--- src/rtl/gpio_port_pkg.sv ---
package gpio_port_pkg;

    localparam int BUS_W = 32;

    // Word indices of the register map (byte offset / 4).
    localparam logic [2:0] IDX_SET_OUT = 3'd0;
    localparam logic [2:0] IDX_SET_IN  = 3'd1;
    localparam logic [2:0] IDX_OUT_LO  = 3'd2;
    localparam logic [2:0] IDX_OUT_HI  = 3'd3;
    localparam logic [2:0] IDX_LEVEL   = 3'd4;

    typedef enum logic [0:0] {
        ST_IDLE = 1'b0,
        ST_RESP = 1'b1
    } bus_state_e;

endpackage

--- src/rtl/gpio_bus_fsm.sv ---
module gpio_bus_fsm
    import gpio_port_pkg::*;
(
    input  logic             clk,
    input  logic             rst_n,
    input  logic             req_valid,
    input  logic             req_write,
    input  logic [BUS_W-1:0] rd_src,
    output logic             ready,
    output logic             acc_wr,
    output logic             rvalid,
    output logic [BUS_W-1:0] rdata
);

    bus_state_e state_q, state_d;
    logic       acc_rd;

    always_ff @(posedge clk or negedge rst_n) begin
        if (!rst_n) state_q <= ST_IDLE;
        else        state_q <= state_d;
    end

    always_comb begin
        state_d = state_q;
        unique case (state_q)
            ST_IDLE: if (req_valid && !req_write) state_d = ST_RESP;
            ST_RESP: state_d = ST_IDLE;
            default: state_d = ST_IDLE;
        endcase
    end

    always_comb begin
        ready  = 1'b0;
        rvalid = 1'b0;
        unique case (state_q)
            ST_IDLE: ready  = 1'b1;
            ST_RESP: rvalid = 1'b1;
            default: ;
        endcase
        acc_wr = ready && req_valid && req_write;
        acc_rd = ready && req_valid && !req_write;
    end

    always_ff @(posedge clk or negedge rst_n) begin
        if (!rst_n)      rdata <= '0;
        else if (acc_rd) rdata <= rd_src;
    end

endmodule

--- src/rtl/gpio_dir_ctl.sv ---
module gpio_dir_ctl #(
    parameter int W = 32
) (
    input  logic         clk,
    input  logic         rst_n,
    input  logic         set_we,
    input  logic         clr_we,
    input  logic [W-1:0] bits,
    output logic [W-1:0] dir
);

    always_ff @(posedge clk or negedge rst_n) begin
        if (!rst_n)      dir <= '0;
        else if (set_we) dir <= dir | bits;
        else if (clr_we) dir <= dir & ~bits;
    end

endmodule

--- src/rtl/gpio_out_half.sv ---
module gpio_out_half #(
    parameter int W = 16
) (
    input  logic         clk,
    input  logic         rst_n,
    input  logic         we,
    input  logic [W-1:0] mask,
    input  logic [W-1:0] val,
    output logic [W-1:0] latch
);

    always_ff @(posedge clk or negedge rst_n) begin
        if (!rst_n)  latch <= '0;
        else if (we) latch <= (latch & ~mask) | (val & mask);
    end

endmodule

--- src/rtl/gpio_in_sync.sv ---
module gpio_in_sync #(
    parameter int W      = 32,
    parameter int STAGES = 2
) (
    input  logic         clk,
    input  logic         rst_n,
    input  logic [W-1:0] din,
    output logic [W-1:0] dout
);

    logic [W-1:0] stg [STAGES];

    for (genvar g = 0; g < STAGES; g++) begin : g_stage
        always_ff @(posedge clk or negedge rst_n) begin
            if (!rst_n) stg[g] <= '0;
            else        stg[g] <= (g == 0) ? din : stg[(g == 0) ? 0 : g - 1];
        end
    end

    assign dout = stg[STAGES-1];

endmodule

--- src/rtl/gpio_port.sv ---
module gpio_port
    import gpio_port_pkg::*;
#(
    parameter int NUM_PINS    = 32,
    parameter int ADDR_W      = 8,
    parameter int SYNC_STAGES = 2
) (
    input  logic                clk,
    input  logic                rst_n,
    input  logic                bus_valid,
    input  logic                bus_write,
    input  logic [ADDR_W-1:0]   bus_addr,
    input  logic [BUS_W-1:0]    bus_wdata,
    output logic                bus_ready,
    output logic                bus_rvalid,
    output logic [BUS_W-1:0]    bus_rdata,
    input  logic [NUM_PINS-1:0] pin_in,
    output logic [NUM_PINS-1:0] pin_oe,
    output logic [NUM_PINS-1:0] pin_out
);

    localparam int HALF_W = NUM_PINS / 2;

    logic               acc_wr;
    logic               mapped;
    logic [2:0]         idx;
    logic [BUS_W-1:0]   rd_src;
    logic [NUM_PINS-1:0] level;
    logic [1:0]         half_we;

    // Decode: word aligned, upper address bits zero, index 0..4.
    assign idx    = bus_addr[4:2];
    assign mapped = (bus_addr[1:0] == 2'b00) &&
                    (bus_addr[ADDR_W-1:5] == '0) &&
                    (idx <= IDX_LEVEL);

    gpio_bus_fsm u_fsm (
        .clk       (clk),
        .rst_n     (rst_n),
        .req_valid (bus_valid),
        .req_write (bus_write),
        .rd_src    (rd_src),
        .ready     (bus_ready),
        .acc_wr    (acc_wr),
        .rvalid    (bus_rvalid),
        .rdata     (bus_rdata)
    );

    gpio_dir_ctl #(.W(NUM_PINS)) u_dir (
        .clk    (clk),
        .rst_n  (rst_n),
        .set_we (acc_wr && mapped && idx == IDX_SET_OUT),
        .clr_we (acc_wr && mapped && idx == IDX_SET_IN),
        .bits   (bus_wdata[NUM_PINS-1:0]),
        .dir    (pin_oe)
    );

    assign half_we[0] = acc_wr && mapped && idx == IDX_OUT_LO;
    assign half_we[1] = acc_wr && mapped && idx == IDX_OUT_HI;

    for (genvar h = 0; h < 2; h++) begin : g_half
        gpio_out_half #(.W(HALF_W)) u_half (
            .clk   (clk),
            .rst_n (rst_n),
            .we    (half_we[h]),
            .mask  (bus_wdata[HALF_W +: HALF_W]),
            .val   (bus_wdata[0 +: HALF_W]),
            .latch (pin_out[h*HALF_W +: HALF_W])
        );
    end

    gpio_in_sync #(.W(NUM_PINS), .STAGES(SYNC_STAGES)) u_sync (
        .clk   (clk),
        .rst_n (rst_n),
        .din   (pin_in),
        .dout  (level)
    );

    always_comb begin
        rd_src = '0;
        if (mapped) begin
            unique case (idx)
                IDX_SET_OUT, IDX_SET_IN: rd_src = BUS_W'(pin_oe);
                IDX_OUT_LO: rd_src = BUS_W'(pin_out[0 +: HALF_W]);
                IDX_OUT_HI: rd_src = BUS_W'(pin_out[HALF_W +: HALF_W]);
                IDX_LEVEL:  rd_src = BUS_W'(level);
                default:    rd_src = '0;
            endcase
        end
    end

endmodule

--- config.mk ---
export PLATFORM = sky130hd
export DESIGN_NAME = gpio_port
export DESIGN_NICKNAME = d
export VERILOG_FILES = /design/src/rtl/gpio_port_pkg.sv /design/src/rtl/gpio_bus_fsm.sv /design/src/rtl/gpio_dir_ctl.sv /design/src/rtl/gpio_out_half.sv /design/src/rtl/gpio_in_sync.sv /design/src/rtl/gpio_port.sv
export SDC_FILE = /design/constraint.sdc
export NUM_CORES = 1
export LEC_CHECK = 0
export ABC_AREA = 1
export BUFFER_PORTS_ARGS = -buffer_cell sky130_fd_sc_hd__buf_2
export CORE_MARGIN = 2
export CORE_UTILIZATION = 45
export DETAILED_ROUTE_END_ITERATION = 6
export GPL_TIMING_DRIVEN = 0
export PLACE_DENSITY = 0.78
export SKIP_LAST_GASP = 1
export SYNTH_ARGS = -nofsm -noshare
export SYNTH_HDL_FRONTEND = slang
export SYNTH_SLANG_ARGS = --single-unit
--- constraint.sdc ---
create_clock -name clk -period 1.3 [get_ports clk]
set_input_delay 0.13 -clock clk [delete_from_list [all_inputs] [get_ports clk]]
set_output_delay 0.13 -clock clk [all_outputs]
set_load 0.05 [all_outputs]
* Word-level counts from Yosys, hierarchy flattened
Index checks and enable logic that the tools add are counted.
Operators by class: add/subtract/negate cells 0, multipliers 0, divide/modulo/power cells 0, magnitude comparators 1, equality and inequality tests 4, shift-type cells 0, muxes and demuxes 8, bitwise gates (word level) 10, reductions and logical operators 17
Operator list (number):
- one-hot mux 32 bit (4 select lines) | 1
- 2-to-1 mux 32 bit | 3
- AND 16 bit | 3
- AND 32 bit | 1
- inverter 32 bit | 1
- bitwise OR 16 bit | 2
- bitwise OR 32 bit | 1
- inverter 16 bit | 1
- logical AND 1 bit | 11
- == test 3 x 2 -> 1 bit (second input constant) | 2
- logical NOT 3 bit | 2
- == test 3 x 1 -> 1 bit (second input constant) | 1
- == test 3 bit (second input constant) | 1
- less-or-equal comparator 3 bit (second input constant) | 1
- 2-to-1 mux 1 bit | 3
- logical NOT 2 bit | 1
- one-hot mux 1 bit (2 select lines) | 1
- nonzero test 2 bit | 1
- OR reduction 2 bit | 1
- logical NOT 1 bit | 1
- inverter 1 bit | 1
Word-level totals: register bits after elaboration 161, bits in latches 0, memory bits (writable) 0, ROM bits 0, input bits 76, output and inout bits 98, word-level logic and storage cells 47, memories kept 0

* Depth between registers and ports, before layout
word-level depth 7, gate-level depth with buffers 8, gate-level depth less buffers 7

* By module
From an unflattened synthesis, not the netlist that was laid out.
Second synthesis, totals: cell total of the unflattened synthesis 792, area total of the unflattened synthesis 7078.0 sq um
Modules (own cells, without submodules):
- gpio_in_sync | times used 1, cells an instance 96, area each 1841.8 sq um, seq. area each 1601.5 sq um
- gpio_bus_fsm | times used 1, cells an instance 148, area each 1388.8 sq um, seq. area each 825.8 sq um
- gpio_out_half | times used 2, cells an instance 83, area each 694.4 sq um, seq. area each 400.4 sq um
- gpio_dir_ctl | times used 1, cells an instance 166, area each 1337.5 sq um, seq. area each 800.8 sq um
- gpio_port | times used 1, cells an instance 216, area each 1121.1 sq um, seq. area each 0.0 sq um

* Worst setup path before layout
No wires, ideal clock.
kind reg2reg, start point register u_fsm.state_q, end point register with a tool-made name, library setup time 0.066 ns, data arrival time 1.970 ns, data required time 1.234 ns, setup slack -0.736 ns, stages on the path, launching flop included 8, cell sequence dfrtp_1 > clkinv_1 > nand3_1 > inv_2 > buf_1 > nand4_1 > nand2_1 > nand2_1
RTL lines:
- start: declaration | line gpio_bus_fsm.sv:15 | bus_state_e state_q, state_d;
- start signal: assignment | line gpio_bus_fsm.sv:20 | else state_q <= state_d;

* Final worst setup path
start point register u_fsm.state_q, end point register u_fsm.rdata[21]
On the way: cells in the longest elaborated chain, start to end 3
RTL lines:
- 2-to-1 mux 1 bit | line gpio_bus_fsm.sv:35 | unique case (state_q)
- logical AND 1 bit (2 in series) | line gpio_bus_fsm.sv:41 | acc_rd = ready && req_valid && !req_write;
- end signal: assignment | line gpio_bus_fsm.sv:46 | else if (acc_rd) rdata <= rd_src;
- end: declaration | line gpio_bus_fsm.sv:12 | output logic [BUS_W-1:0] rdata
No other way between the ends. A chain may end at the register's enable or synchronous reset.

==> metrics.txt <==
largest net degree at the start of global routing=96; die height=124 um; clk_lat worst skew=0.43 ns; vias per cell=5.55; failing checks=design-rule violations, negative setup slack; Port-buffer cells=between 150 and 200; layout cell share with drive strength beyond 1=0.325; relative slew slack=0.560; Initial Utilization=0.465; Worst-path clk slew=0.06 ns; fin crit share=1.08; buffers plus inverters on the worst setup path=3; GP Congestion=about 0.93; Post-Syn Area=0.00650 mm2; vias in the first global route=5911; Power Density=1250 mW/mm2; worst-path cell chain=nor3_4 > inv_4 > nor3_4 > buf_6 > buf_8 > nand2_2 > nand2_2; Worst-Margin Slew=0.660 ns; max-slew violation count=0; Fmax=710 MHz; Worst Hold Launch=bus_wdata[20]; synthesis-to-finish area growth=42.5%; minimum clock period=1.41 ns; flops & latches, synth=about 160; Synth Area per Inst=~9.6 um2; Site Rows=43; unrepaired setup endpoints after global routing=yes; VDD IR max=890 uV; DR WL/cell=18.6 um; Worst setup SP type=flop; GRT Overall Usage=0.279; Vias=roughly 6300; clk root buf=clkbuf_16; Setup Crit Path Kind=reg2reg; Leak Pwr=5.01 nW; Max-Cap Viols=0; Fillers=1072; crit path max-delay cell type=dfrtp_2; CP startpoint=u_fsm.state_q; Max FO, Critical Path=6; sequential share of the synthesized area=0.620; syn nets=755; Die X=around 120 um; Routed Antenna Nets=0; DR pass1 iterations=7; Distinct cells, synth=18; I/O pin count=around 170; Placement Cell Area=0.00769 mm2; Crit path max-delay family=simple AND/OR/NAND/NOR gates; WL final=21000 um; run status=complete, but fails checks; worst clock skew=0.00784 ns; DR DRC count=6; total die area=0.0154 mm2; Worst R2R Start=u_fsm.state_q; initial drt markers=532; Critical Path RT=1.67 ns; min-delay worst type=in2reg; CTS buffer count=17; slowest stage delay, CP=0.44 ns; clock sinks=161; DP Cell Count=about 1000; final instance area=0.00926 mm2; CTS Buffer Depth=2; Critical Path AT=1.78 ns; Yosys warning count=0; Worst Setup End Kind=flop; Non-Filler Instances=1130; DP HPWL=13800 um; initial antenna violation count=3; first-pass GRT wire length=31600 um; Final setup viols=88; core box area=0.0140 mm2; CTS tree=built; H-tree depth reported by CTS=4; final-stage net count=1010; final hold violations=0; Setup WS post-layout=-0.108 ns; Synth Instances=slightly below 700; grt ovf=0
[final timing paths]
check,to,slack (ns),cells past startpoint
max,u_fsm.rdata[21],-0.11,7
min in group asynchronous,u_sync.stg[47],0.24,2
max in group asynchronous,u_fsm.state_q,0.25,3
max reg2reg,u_fsm.rdata[21],-0.11,7
min reg2reg,u_sync.dout[2],0.34,0
min,flop,0.02,3
[per-stage QoR]
stage / hold slack [ns] / setup WS (ns) / TNS (ns) / util / power (mW)
2_1_floorplan: -0.166 / -0.194 / -15.00 / - / 5.59
3_5_place_dp: 0.115 / -0.373 / -23.88 / 0.550 / 6.03
5_1_grt: 0.0139 / -0.167 / -11.16 / 0.662 / 11.9
3_3_place_gp: 0.238 / -2.55 / -386.98 / 0.547 / 6.01
4_1_cts: 0.00699 / -0.0680 / -3.35 / 0.640 / 11.6
6_report: 0.0227 / -0.108 / -4.37 / 0.662 / 11.6
[synth_stat cells (all sizes together)]
cell | instances | area [um2]
nand2 | 289 | 1080
dfrtp | 161 | 4030
nand4 | 112 | 701
nand3 | 34 | 175
buf | 32 | 194
a22o | 16 | 140
clkbuf | 14 | 52.6
nor2 | 8 | 37.5
inv | 7 | 26.3
nor3 | 5 | 56.3
clkinv | 1 | 3.75
[cell usage in the layout, fill, tap and decap left out, drive strengths merged]
master	n
nand4	112
clkbuf	41
inv	8
nand3	34
clkinvlp	1
nor2	8
dlygate4sd3	51
a22o	16
clkinv	4
nor3	5
dfrtp	161
bufinv	4
nand2	289
diode	3
buf	213
[worst min-delay path, delay by kind of cell]
| kind | cells | cell delay (ns) |
|---|---|---|
| simple gates | 2 | 0.13 |
| buf+inv | 1 | 0.15 |
[layer usage]
metal / up-vias / wire length (um) / global-route usage
li1: 2831 / - / -
met3: 47 / 1980 / 0.0659
met1: 3025 / 8530 / 0.374
met5: - / 0 / 0
met4: 0 / 628 / 0.136
met2: 368 / 9820 / 0.428
[final cells by class]
class	instances	area [um2]	area share
Antenna cell	3	7.51	0.000811
Buffer	46	330	0.0357
Clock buffer	23	498	0.0538
Clock inverter	9	151	0.0163
Inverter	8	42.5	0.00459
Multi-Input combinational cell	464	2390	0.258
Sequential cell	161	4030	0.435
Tap cell	180	225	0.0243
Timing Repair Buffer	236	1580	0.171
[logic make-up (layout without fill, tap and decap cells)]
kind of cell | after synthesis | in the layout | share of synthesized area
simple gates | 448 | 448 | 0.316
compound gates | 16 | 16 | 0.0216
buf+inv | 54 | 322 | 0.0425
other cells | 0 | 3 | 0
flops | 161 | 161 | 0.620
[where the power goes]
| part | internal, mW | leakage [nW] | switching (mW) |
|---|---|---|---|
| clock network | 3.47 | 0.320 | 1.99 |
| registers | 5.14 | 2.10 | 0.0546 |
| logic | 0.305 | 2.60 | 0.614 |
[repair_timing]
action                     in CTS  in global routing
setup buffers                   5                  1
cloned                          1                  4
gates resized for setup        17                 63
hold endpoints to repair      146                  0
pin swaps                       3                 15
setup endpoints to repair      97                 97
hold buffers                   51                  0
No activity file was read; power rests on OpenSTA's default activity.
